**src/rtl/tick_timer64_pkg.sv**
```systemverilog
package tick_timer64_pkg;
  localparam int unsigned AW = 4;
  localparam int unsigned DW = 32;
  localparam int unsigned MAX_ALARMS = 4;

  typedef logic [AW-1:0] addr_t;

  localparam addr_t A_SET_LO = 4'd0;
  localparam addr_t A_SET_HI = 4'd1;
  localparam addr_t A_GET_LO = 4'd2;
  localparam addr_t A_GET_HI = 4'd3;
  localparam addr_t A_TGT0   = 4'd4;
  localparam addr_t A_ENA    = 4'd8;
  localparam addr_t A_RUN    = 4'd9;
  localparam addr_t A_IRQ    = 4'd10;
  localparam addr_t A_LOCK   = 4'd11;
endpackage

```
**src/rtl/tt_counter.sv**
```systemverilog
module tt_counter #(
  parameter int unsigned W = 64
) (
  input  logic         clk_i,
  input  logic         rst_ni,
  input  logic         tick_i,
  input  logic         load_i,
  input  logic [W-1:0] load_val_i,
  output logic [W-1:0] cnt_o
);
  logic [W-1:0] cnt_q;

  always_ff @(posedge clk_i or negedge rst_ni) begin
    if (!rst_ni)     cnt_q <= '0;
    else if (load_i) cnt_q <= load_val_i;
    else if (tick_i) cnt_q <= cnt_q + W'(1);
  end

  assign cnt_o = cnt_q;
endmodule

```
**src/rtl/tt_alarm.sv**
```systemverilog
module tt_alarm #(
  parameter int unsigned W = 32
) (
  input  logic         clk_i,
  input  logic         rst_ni,
  input  logic [W-1:0] now_i,
  input  logic         en_wr_i,
  input  logic         en_val_i,
  input  logic         tgt_wr_i,
  input  logic [W-1:0] tgt_val_i,
  input  logic         irq_clr_i,
  output logic         en_o,
  output logic         run_o,
  output logic [W-1:0] tgt_o,
  output logic         irq_o
);
  logic         en_q, run_q, irq_q;
  logic [W-1:0] tgt_q;
  logic         en_nxt, hit;

  assign en_nxt = en_wr_i ? en_val_i : en_q;
  assign hit    = run_q && (now_i == tgt_q);

  always_ff @(posedge clk_i or negedge rst_ni) begin
    if (!rst_ni) begin
      en_q  <= 1'b0;
      run_q <= 1'b0;
      irq_q <= 1'b0;
      tgt_q <= '0;
    end else begin
      en_q <= en_nxt;
      if (tgt_wr_i) tgt_q <= tgt_val_i;
      // cancel beats re-arm beats fire
      if (!en_nxt)       run_q <= 1'b0;
      else if (tgt_wr_i) run_q <= 1'b1;
      else if (hit)      run_q <= 1'b0;
      // a fresh hit wins over a clear in the same cycle
      if (hit)            irq_q <= 1'b1;
      else if (irq_clr_i) irq_q <= 1'b0;
    end
  end

  assign en_o  = en_q;
  assign run_o = run_q;
  assign tgt_o = tgt_q;
  assign irq_o = irq_q;
endmodule

```
**src/rtl/tick_timer64.sv**
```systemverilog
module tick_timer64
  import tick_timer64_pkg::*;
#(
  parameter int unsigned N_ALARM = 4
) (
  input  logic               clk_i,
  input  logic               rst_ni,
  input  logic               tick_i,
  input  logic               wr_en_i,
  input  logic               rd_en_i,
  input  logic [AW-1:0]      addr_i,
  input  logic [DW-1:0]      wdata_i,
  output logic [DW-1:0]      rdata_o,
  output logic [N_ALARM-1:0] irq_o
);
  localparam int unsigned TW = 2 * DW;

  logic          lock_q;
  logic          wr_ok;
  logic          time_ld;
  logic [DW-1:0] stage_q, hi_snap_q, rdata_q, rd_val;
  logic [TW-1:0] now;

  logic [N_ALARM-1:0] en_v, run_v, irq_v;
  logic [DW-1:0]      tgt_v [N_ALARM];

  assign wr_ok   = wr_en_i && !lock_q;
  assign time_ld = wr_ok && (addr_i == A_SET_HI);

  tt_counter #(.W(TW)) u_cnt (
    .clk_i      (clk_i),
    .rst_ni     (rst_ni),
    .tick_i     (tick_i),
    .load_i     (time_ld),
    .load_val_i ({wdata_i, stage_q}),
    .cnt_o      (now)
  );

  for (genvar g = 0; g < N_ALARM; g++) begin : g_alm
    tt_alarm #(.W(DW)) u_alm (
      .clk_i     (clk_i),
      .rst_ni    (rst_ni),
      .now_i     (now[DW-1:0]),
      .en_wr_i   (wr_ok && (addr_i == A_ENA)),
      .en_val_i  (wdata_i[g]),
      .tgt_wr_i  (wr_ok && (addr_i == A_TGT0 + addr_t'(g))),
      .tgt_val_i (wdata_i),
      .irq_clr_i (wr_en_i && (addr_i == A_IRQ) && wdata_i[g]),
      .en_o      (en_v[g]),
      .run_o     (run_v[g]),
      .tgt_o     (tgt_v[g]),
      .irq_o     (irq_v[g])
    );
  end

  always_ff @(posedge clk_i or negedge rst_ni) begin
    if (!rst_ni) begin
      stage_q <= '0;
      lock_q  <= 1'b0;
    end else begin
      if (wr_ok && (addr_i == A_SET_LO)) stage_q <= wdata_i;
      if (wr_en_i && (addr_i == A_LOCK) && wdata_i[0]) lock_q <= 1'b1;
    end
  end

  always_comb begin
    rd_val = '0;
    unique case (addr_i)
      A_GET_LO: rd_val = now[DW-1:0];
      A_GET_HI: rd_val = hi_snap_q;
      A_ENA:    rd_val = DW'(en_v);
      A_RUN:    rd_val = DW'(run_v);
      A_IRQ:    rd_val = DW'(irq_v);
      A_LOCK:   rd_val = DW'(lock_q);
      default:  rd_val = '0;
    endcase
    for (int i = 0; i < N_ALARM; i++)
      if (addr_i == A_TGT0 + addr_t'(i)) rd_val = tgt_v[i];
  end

  always_ff @(posedge clk_i or negedge rst_ni) begin
    if (!rst_ni) begin
      rdata_q   <= '0;
      hi_snap_q <= '0;
    end else if (rd_en_i) begin
      rdata_q <= rd_val;
      if (addr_i == A_GET_LO) hi_snap_q <= now[TW-1:DW];
    end
  end

  assign rdata_o = rdata_q;
  assign irq_o   = irq_v;
endmodule

```
**config.mk**
```make
export PLATFORM = sky130hd
export DESIGN_NAME = tick_timer64
export DESIGN_NICKNAME = d
export VERILOG_FILES = /design/src/rtl/tick_timer64_pkg.sv /design/src/rtl/tt_counter.sv /design/src/rtl/tt_alarm.sv /design/src/rtl/tick_timer64.sv
export SDC_FILE = /design/constraint.sdc
export NUM_CORES = 1
export LEC_CHECK = 0
export BUFFER_PORTS_ARGS = -buffer_cell sky130_fd_sc_hd__buf_2
export CAP_MARGIN = 10
export CORE_MARGIN = 2
export CORE_UTILIZATION = 50
export DETAILED_ROUTE_END_ITERATION = 10
export GPL_ROUTABILITY_DRIVEN = 0
export PLACE_DENSITY_LB_ADDON = 0.1
export SLEW_MARGIN = 25
export SYNTH_ARGS = -nofsm -noshare
export SYNTH_HDL_FRONTEND = slang
export SYNTH_HIERARCHICAL = 1
export SYNTH_SLANG_ARGS = --single-unit
```
**constraint.sdc**
```tcl
create_clock -name clk_i -period 2.75 [get_ports clk_i]
set_input_delay 0.55 -clock clk_i [delete_from_list [all_inputs] [get_ports clk_i]]
set_output_delay 0.55 -clock clk_i [all_outputs]
set_load 0.01 [all_outputs]
```
==> results of run 1 <==
through the flow:
stage | hold WS, ns | instance area (µm²) | utilization (%)
final | -0.01973 | 18020 | 58.60
after global routing | 0.02569 | 18020 | 58.60
after CTS | 0.006740 | 18020 | 58.60
after detailed placement | 0.4595 | 16810 | 54.68
after global placement | 0.4586 | 16810 | 54.68
after floorplan | 0.2544 | 15660 | -
critical path: cells and delay by family (launching register included):
family | cells | cell delay, ns
and+or+nand+nor | 4 | 1.47
AOI/OAI and AO/OA | 1 | 0.17
DFF | 1 | 0.57
buffers and inverters | 1 | 0.25
cell usage after synthesis, types with 23 or more instances:
master | n | share of area (%)
dfrtp_1 | 301 | 48
mux2_2 | 226 | 16
xor2_1 | 150 | 8.4
nor2_1 | 103 | 2.5
o21ai_0 | 91 | 2.9
nand2_1 | 66 | 1.6
clkbuf_1 | 37 | 0.89
nor4_1 | 36 | 1.4
mux2i_1 | 32 | 2.0
a21oi_1 | 31 | 0.99
a31oi_1 | 30 | 1.2
o22ai_1 | 30 | 1.2
nand4_1 | 29 | 1.2
buf_2 | 28 | 0.89
nand3_1 | 23 | 0.73
routing by layer:
metal | vias to the layer above | routed length, µm | GRT usage [%]
met5 | - | 0 | 0
met4 | 0 | 1495 | 9.659
met3 | 93 | 3222 | 4.334
met2 | 455 | 21610 | 45.92
met1 | 6065 | 20800 | 40.59
li1 | 5337 | - | -
layout make-up:
| class | count | area share, % |
|---|---|---|
| multi-input combinational | 1020 | 42.49 |
| sequential | 301 | 41.80 |
| timing repair buffer | 139 | 5.916 |
| clock buffer | 48 | 5.624 |
| tap | 396 | 2.750 |
| clock inverter | 13 | 1.069 |
| inverter | 17 | 0.3541 |
flip-flops by register name, indices dropped and copies added, names as in the netlist:
name,flops
g_alm.u_alm/en_o,4
g_alm.u_alm/irq_o,4
g_alm.u_alm/run_o,4
g_alm.u_alm/tgt_o,128
hi_snap_q,32
lock_q,1
rdata_o,32
stage_q,32
u_cnt/cnt_o,64
how the worst max path moves through the flow:
stage,from,end,slack [ns],cells after the start
2_1_floorplan,addr_i[3],u_cnt/cnt_o[44],0.19,7
3_3_place_gp,tick_i,u_cnt/cnt_o[37],0.32,7
3_5_place_dp,tick_i,u_cnt/cnt_o[37],0.27,7
4_1_cts,u_cnt/cnt_o[10],u_cnt/cnt_o[61],0.27,6
5_1_grt,u_cnt/cnt_o[10],u_cnt/cnt_o[57],0.12,6
6_report,u_cnt/cnt_o[10],u_cnt/cnt_o[61],0.21,6
power breakdown:
group / leakage (nW) / total [W] / switching [W] / internal (W)
Combinational: 3.67 / 0.00373 / 0.00196 / 0.00177
Sequential: 3.76 / 0.00676 / 0.00118 / 0.00558
Clock: 0.590 / 0.00486 / 0.00190 / 0.00296
logic make-up (layout without fill, tap and decap cells):
family,after synthesis,in the layout,share of synthesized area [%]
xor gates and xnor gates,160,160,8.946
and+or+nand+nor,353,353,11.92
muxes,259,259,18.44
buffers and inverters,102,217,3.259
AOI/OAI and AO/OA,247,247,9.274
DFF,301,301,48.09
adders and majority gates,1,1,0.07987
==> flow_metrics.py, run 1 <==
metrics = {
    "finish": {
        "fin_cells": 1934,
        "final_cell_mix": "dfrtp_1 (301), mux2_2 (226), xor2_1 (150), nor2_1 (102), o21ai_0 (91)",
        "fillerInstances": 2646,
        "final_common_cell": "dfrtp_1",
        "multiInputGateArea_um2": 7656,
        "diodes": 0,
        "layout-drive-gt1-share_pct": 29.19,
        "syn2layout_area_growth_pct": 15.04,
        "final_nets": 1555,
        "seqCellArea_um2": 7532,
    },
    "critical_path": {
        "cpMaxStageDelayCell": "dfrtp_1",
        "worstSetupEndpointType": "register",
        "cp-start-kind": "register",
        "cp.required_ns": 3.20,
        "worstPathCellList": "nand3_2 > nor3_2 > buf_4 > nand4_2 > or4_1 > a31oi_1",
        "rrSetupSlack_ns": 0.21,
        "r2r-end": "u_cnt/cnt_o[61]",
        "rr_worst_depth": 6,
        "worstPathArrival_ns": 2.99,
        "r2r_start": "u_cnt/cnt_o[10]",
        "path_max_fanout": 9,
        "critPathKind": "register to register",
        "slowest_delay_ns": 0.57,
    },
    "routing": {
        "drt_first_iter_violations": 971,
        "drc": 0,
        "dr.pass1.iters": 6,
        "avgViaCountPerCell": 6.179,
        "vias": 11950,
        "wl_per_cell_um": 24.36,
        "drtAntennaViolNets": 0,
        "wl_um": 47120,
    },
    "sta": {
        "period_minus_slack_ns": 2.539,
        "slew_headroom_pct": 49.18,
        "setup_ws_ns": 0.2112,
        "setup_viol": 0,
        "hold_slack_ns": -0.01973,
        "skew_ns": 0.02250,
        "slew_viol_final": 0,
        "max_freq_ghz": 0.3939,
        "period_share_pct": 92.32,
        "hold_viol_final": 9,
        "rsz0062_at_grt": "no",
        "setup_tns_ns": 0,
        "worst_slew_pin_slew_ns": 0.7554,
    },
    "cts": {
        "cts_hold_buf": 0,
        "cts.sinks": 301,
        "post_cts_resized": 0,
        "clock_path_buffers": 3,
        "cts_setup_buffers": 0,
        "htreeDepth": 2,
        "numCtsBuffers": 34,
        "insertion_delay_ns": 0.53,
        "cts_tree": "yes",
        "cts-root-buf": "clkbuf_16",
        "cts.clk_slew.worst_paths_ns": 0.06,
    },
    "floorplanning": {
        "fp.dieH_um": 181.0,
        "fp.dieW_um": 181.0,
        "initial_utilization_pct": 50.94,
        "placementRows": 64,
        "num_io_pins": 77,
        "dieArea_um2": 32760,
        "core_um2": 30750,
    },
    "logic_synthesis": {
        "ys_warn_count": 6,
        "avgSynthCellArea_um2": 11.01,
        "syn_nets": 1465,
        "synthesis.area_um2": 15660,
        "synth_edf_count": 0,
        "ys_ff_latch": 301,
        "yosysUniqueCellTypes": 68,
        "synthCells": 1423,
        "async_flop_share_pct": 100.0,
        "synth-seq-area-share_pct": 48.09,
        "synth_top_flop_cell": "dfrtp_1",
    },
    "grt": {
        "grt_pass1_wl_um": 72400,
        "grt.total_usage_pct": 28.84,
        "antenna_found_initial": 1,
        "grt_overflow_total": 0,
        "grt_max_degree": 67,
        "grt_pass1_vias": 11810,
    },
    "status": {
        "failed_checks": "hold timing",
        "outcome": "finished with violations",
    },
    "run": {
        "max-cap-violations": 0,
    },
    "pwr": {
        "p_leak_nw": 8.021,
        "p_per_area_nw_per_um2": 852.2,
        "fin_total_pwr_w": 0.01536,
        "ir_drop_mv": 0.4452,
    },
    "placement": {
        "dpl.hpwl_um": 31880,
        "dp_cells": 1873,
        "post-place-ws_ns": 0.2693,
        "portBuffers": 76,
    },
    "worst_hold_path": {
        "holdCritPathClass": "primary input to asynchronous set/reset pin",
    },
}
No activity file was read; power rests on OpenSTA's default activity.
==> inputs of run 2 (changes only) <==
--- a/config.mk
+++ b/config.mk
@@ -5,6 +5,7 @@
 export SDC_FILE = /design/constraint.sdc
 export NUM_CORES = 1
 export LEC_CHECK = 0
+export ABC_AREA = 1
 export BUFFER_PORTS_ARGS = -buffer_cell sky130_fd_sc_hd__buf_2
 export CAP_MARGIN = 10
 export CORE_MARGIN = 2
==> constraint.sdc (replaced) <==
create_clock -name clk_i -period 2.6 [get_ports clk_i]
set_input_delay 0.52 -clock clk_i [delete_from_list [all_inputs] [get_ports clk_i]]
set_output_delay 0.52 -clock clk_i [all_outputs]
set_load 0.01 [all_outputs]
==> run 2 against run 1 <==
Net effect:
- the run still ends with hold timing left
- final cell count rose by 35%
- fmax rose by 19%
- critical path type unchanged
- core utilization fell by 1.4 points
- combinational power fell by 60%
- hold slack got worse by 0.0031 ns
- critical endpoint is now u_cnt/cnt_o[40]
- sequential cell count did not move
==> flow_metrics.py, run 2 <==
metrics = {
    "logic_synthesis": {
        "synthCells": 2058,
        "yosys.area.top_type": "dfrtp_1",
        "yosysUniqueCellTypes": 30,
        "yosysTopAreaCellShare_pct": 44.93,
        "synth_top_flop_cell": "dfrtp_1",
        "avgSynthCellArea_um2": 8.146,
        "yosys-top-cells-count": "nand2_1 (623), dfrtp_1 (301), nor2_1 (197), inv_1 (141), xnor2_1 (123)",
        "synthesis.area_um2": 16760,
        "synth_area_leaders": "dfrtp_1 (45%), nand2_1 (14%), mux2_1 (7.5%)",
        "ys_warn_count": 6,
        "synth_edf_count": 0,
        "syn_nets": 2100,
        "ys_ff_latch": 301,
        "synth-seq-area-share_pct": 44.93,
        "async_flop_share_pct": 100.0,
        "synth_most_common_cell": "nand2_1",
    },
    "pwr": {
        "p_per_area_nw_per_um2": 623.7,
        "ir_drop_mv": 0.4455,
        "p_leak_nw": 9.220,
    },
    "grt": {
        "grt_overflow_total": 0,
        "antenna_found_initial": 0,
        "grt_pass1_wl_um": 77600,
        "grt.total_usage_pct": 28.20,
        "grt_pass1_vias": 13740,
        "grt_max_degree": 69,
    },
    "finish": {
        "syn2layout_area_growth_pct": 13.66,
        "multiInputGateArea_um2": 8308,
        "diodes": 0,
        "final_cell_mix": "nand2_1 (622), dfrtp_1 (301), nor2_1 (192), inv_1 (141), xnor2_1 (123)",
        "fin_util_pct": 57.25,
        "seqCellArea_um2": 7532,
        "final_common_cell": "nand2_1",
        "final_area_um2": 19050,
        "fillerInstances": 3089,
        "largest_reg_flops": 128,
        "fin_cells": 2613,
        "layout-drive-gt1-share_pct": 12.70,
        "final_nets": 2182,
    },
    "floorplanning": {
        "fp.dieH_um": 187.1,
        "initial_utilization_pct": 50.37,
        "placementRows": 67,
        "core_um2": 33280,
        "dieArea_um2": 35010,
        "num_io_pins": 77,
        "fp.dieW_um": 187.1,
    },
    "critical_path": {
        "crit_buf_inv": 0,
        "cp-start-kind": "register",
        "cpMaxStageDelayCell": "dfrtp_1",
        "worstSetupEndpointType": "register",
        "worstPathArrival_ns": 2.53,
        "path_max_fanout": 7,
        "critPathTopFamily": "simple AND/OR/NAND/NOR gates",
        "rrSetupSlack_ns": 0.47,
        "critPathKind": "register to register",
        "slowest_delay_ns": 0.60,
        "worstPathCellList": "ha_1 > nand2_2 > nor2_4 > nand2_2 > nor2_4 > nand2_2 > nor2_1 > nand2_1 > nand3_1 > nand2_1",
        "cp.required_ns": 3.00,
        "path_common_cell": "nand2_2",
    },
    "cts": {
        "cts.sinks": 301,
        "cts_setup_buffers": 0,
        "htreeDepth": 2,
        "numCtsBuffers": 36,
        "cts.clk_slew.worst_paths_ns": 0.06,
        "cts_hold_buf": 0,
        "clock_path_buffers": 3,
        "cts-root-buf": "clkbuf_16",
        "post_cts_resized": 0,
        "insertion_delay_ns": 0.52,
        "cts_tree": "yes",
    },
    "status": {
        "failed_checks": "hold timing",
        "outcome": "finished with violations",
    },
    "placement": {
        "dp_cells": 2550,
        "dpl.hpwl_um": 34330,
        "post-place-ws_ns": 0.3321,
        "portBuffers": 76,
        "place_area_um2": 17840,
    },
    "sta": {
        "setup_ws_ns": 0.4652,
        "slew_headroom_pct": 56.19,
        "setup_viol": 0,
        "period_minus_slack_ns": 2.135,
        "period_share_pct": 82.11,
        "worst_slew_pin_slew_ns": 0.6572,
        "skew_ns": 0.01746,
        "slew_viol_final": 0,
        "setup_tns_ns": 0,
        "hold_slack_ns": -0.02281,
        "hold_viol_final": 5,
        "max_freq_ghz": 0.4684,
        "rsz0062_at_grt": "no",
    },
    "routing": {
        "wl_um": 48790,
        "wl_per_cell_um": 18.67,
        "vias": 14110,
        "drtAntennaViolNets": 0,
        "drt_first_iter_violations": 1021,
        "dr.pass1.iters": 5,
        "drc": 0,
        "avgViaCountPerCell": 5.400,
    },
    "worst_hold_path": {
        "holdCritPathClass": "primary input to asynchronous set/reset pin",
    },
    "run": {
        "max-cap-violations": 0,
    },
}
run 2: changes by cell type in the layout (fill, tap and decap cells not counted), sizes merged, moves of 32 or more:
cell	change
nand2	+572
inv	+152
xor2	-142
nor2	+121
xnor2	+113
mux2	-86
nand3	+63
a21oi	+58
a22oi	+52
nor4	-37
mux2i	-32
run 2: path summary, 6_finish.rpt:
check | startpoint | end | depth (start not counted)
max | u_cnt/cnt_o[0] | u_cnt/cnt_o[40] | 10
min | rst_ni | g_alm[1].u_alm/tgt_o[17] | 1
max reg2reg | u_cnt/cnt_o[0] | u_cnt/cnt_o[40] | 10
min reg2reg | rdata_o[12] | rdata_o[12] | 2
max in group asynchronous | rst_ni | u_cnt/cnt_o[28] | 2
min in group clk_i | wdata_i[29] | g_alm[2].u_alm/tgt_o[29] | 3
run 2: kinds of logic (layout without fill, tap and decap cells):
family	Yosys count	after routing	synth area share, %
flops	301	301	44.93
mux	140	140	9.404
fa+ha+maj	1	1	0.07463
compound gates	273	273	9.307
buf+inv	241	348	5.777
xor+xnor	131	131	6.844
simple gates	971	971	23.66
run 2: per-stage QoR:
stage,power (W),hold WS [ns]
finish,0.01188,-0.02281
global route,0.01239,0.01018
CTS,0.01198,0.01026
floorplan,0.006104,0.2244
global placement,0.006762,0.4571
detailed placement,0.006785,0.4609
run 2: report_power, final:
part / internal (W) / switching, W / total [W]
combinational: 0.000559 / 0.000942 / 0.00150
sequential: 0.00490 / 0.000312 / 0.00521
clock: 0.00324 / 0.00193 / 0.00517
run 2: worst reg2reg max path, cell delays in order (launching register included):
cell     delay, ns
dfrtp_1       0.60
ha_1          0.26
nand2_2       0.11
nor2_4        0.19
nand2_2       0.13
nor2_4        0.23
nand2_2       0.14
nor2_1        0.12
nand2_1       0.06
nand3_1       0.12
nand2_1       0.06
run 2: cell type report:
type                    instances  share of cell area (%)
inverters                     171                   3.369
repair buffers                114                   4.203
clock inverters                 5                  0.6567
clock buffers                  58                   5.693
flip-flops and latches        301                   39.53
multi-input cells            1516                   43.60
well taps                     448                   2.942
run 2: metal layers:
metal | global-route usage, % | share of wire [%] | vias to the layer above
met3 | 4.296 | 5.3 | 96
met2 | 44.52 | 45 | 409
met5 | 0 | 0 | -
met1 | 39.80 | 46 | 6823
li1 | - | - | 6783
met4 | 9.585 | 3.2 | 0
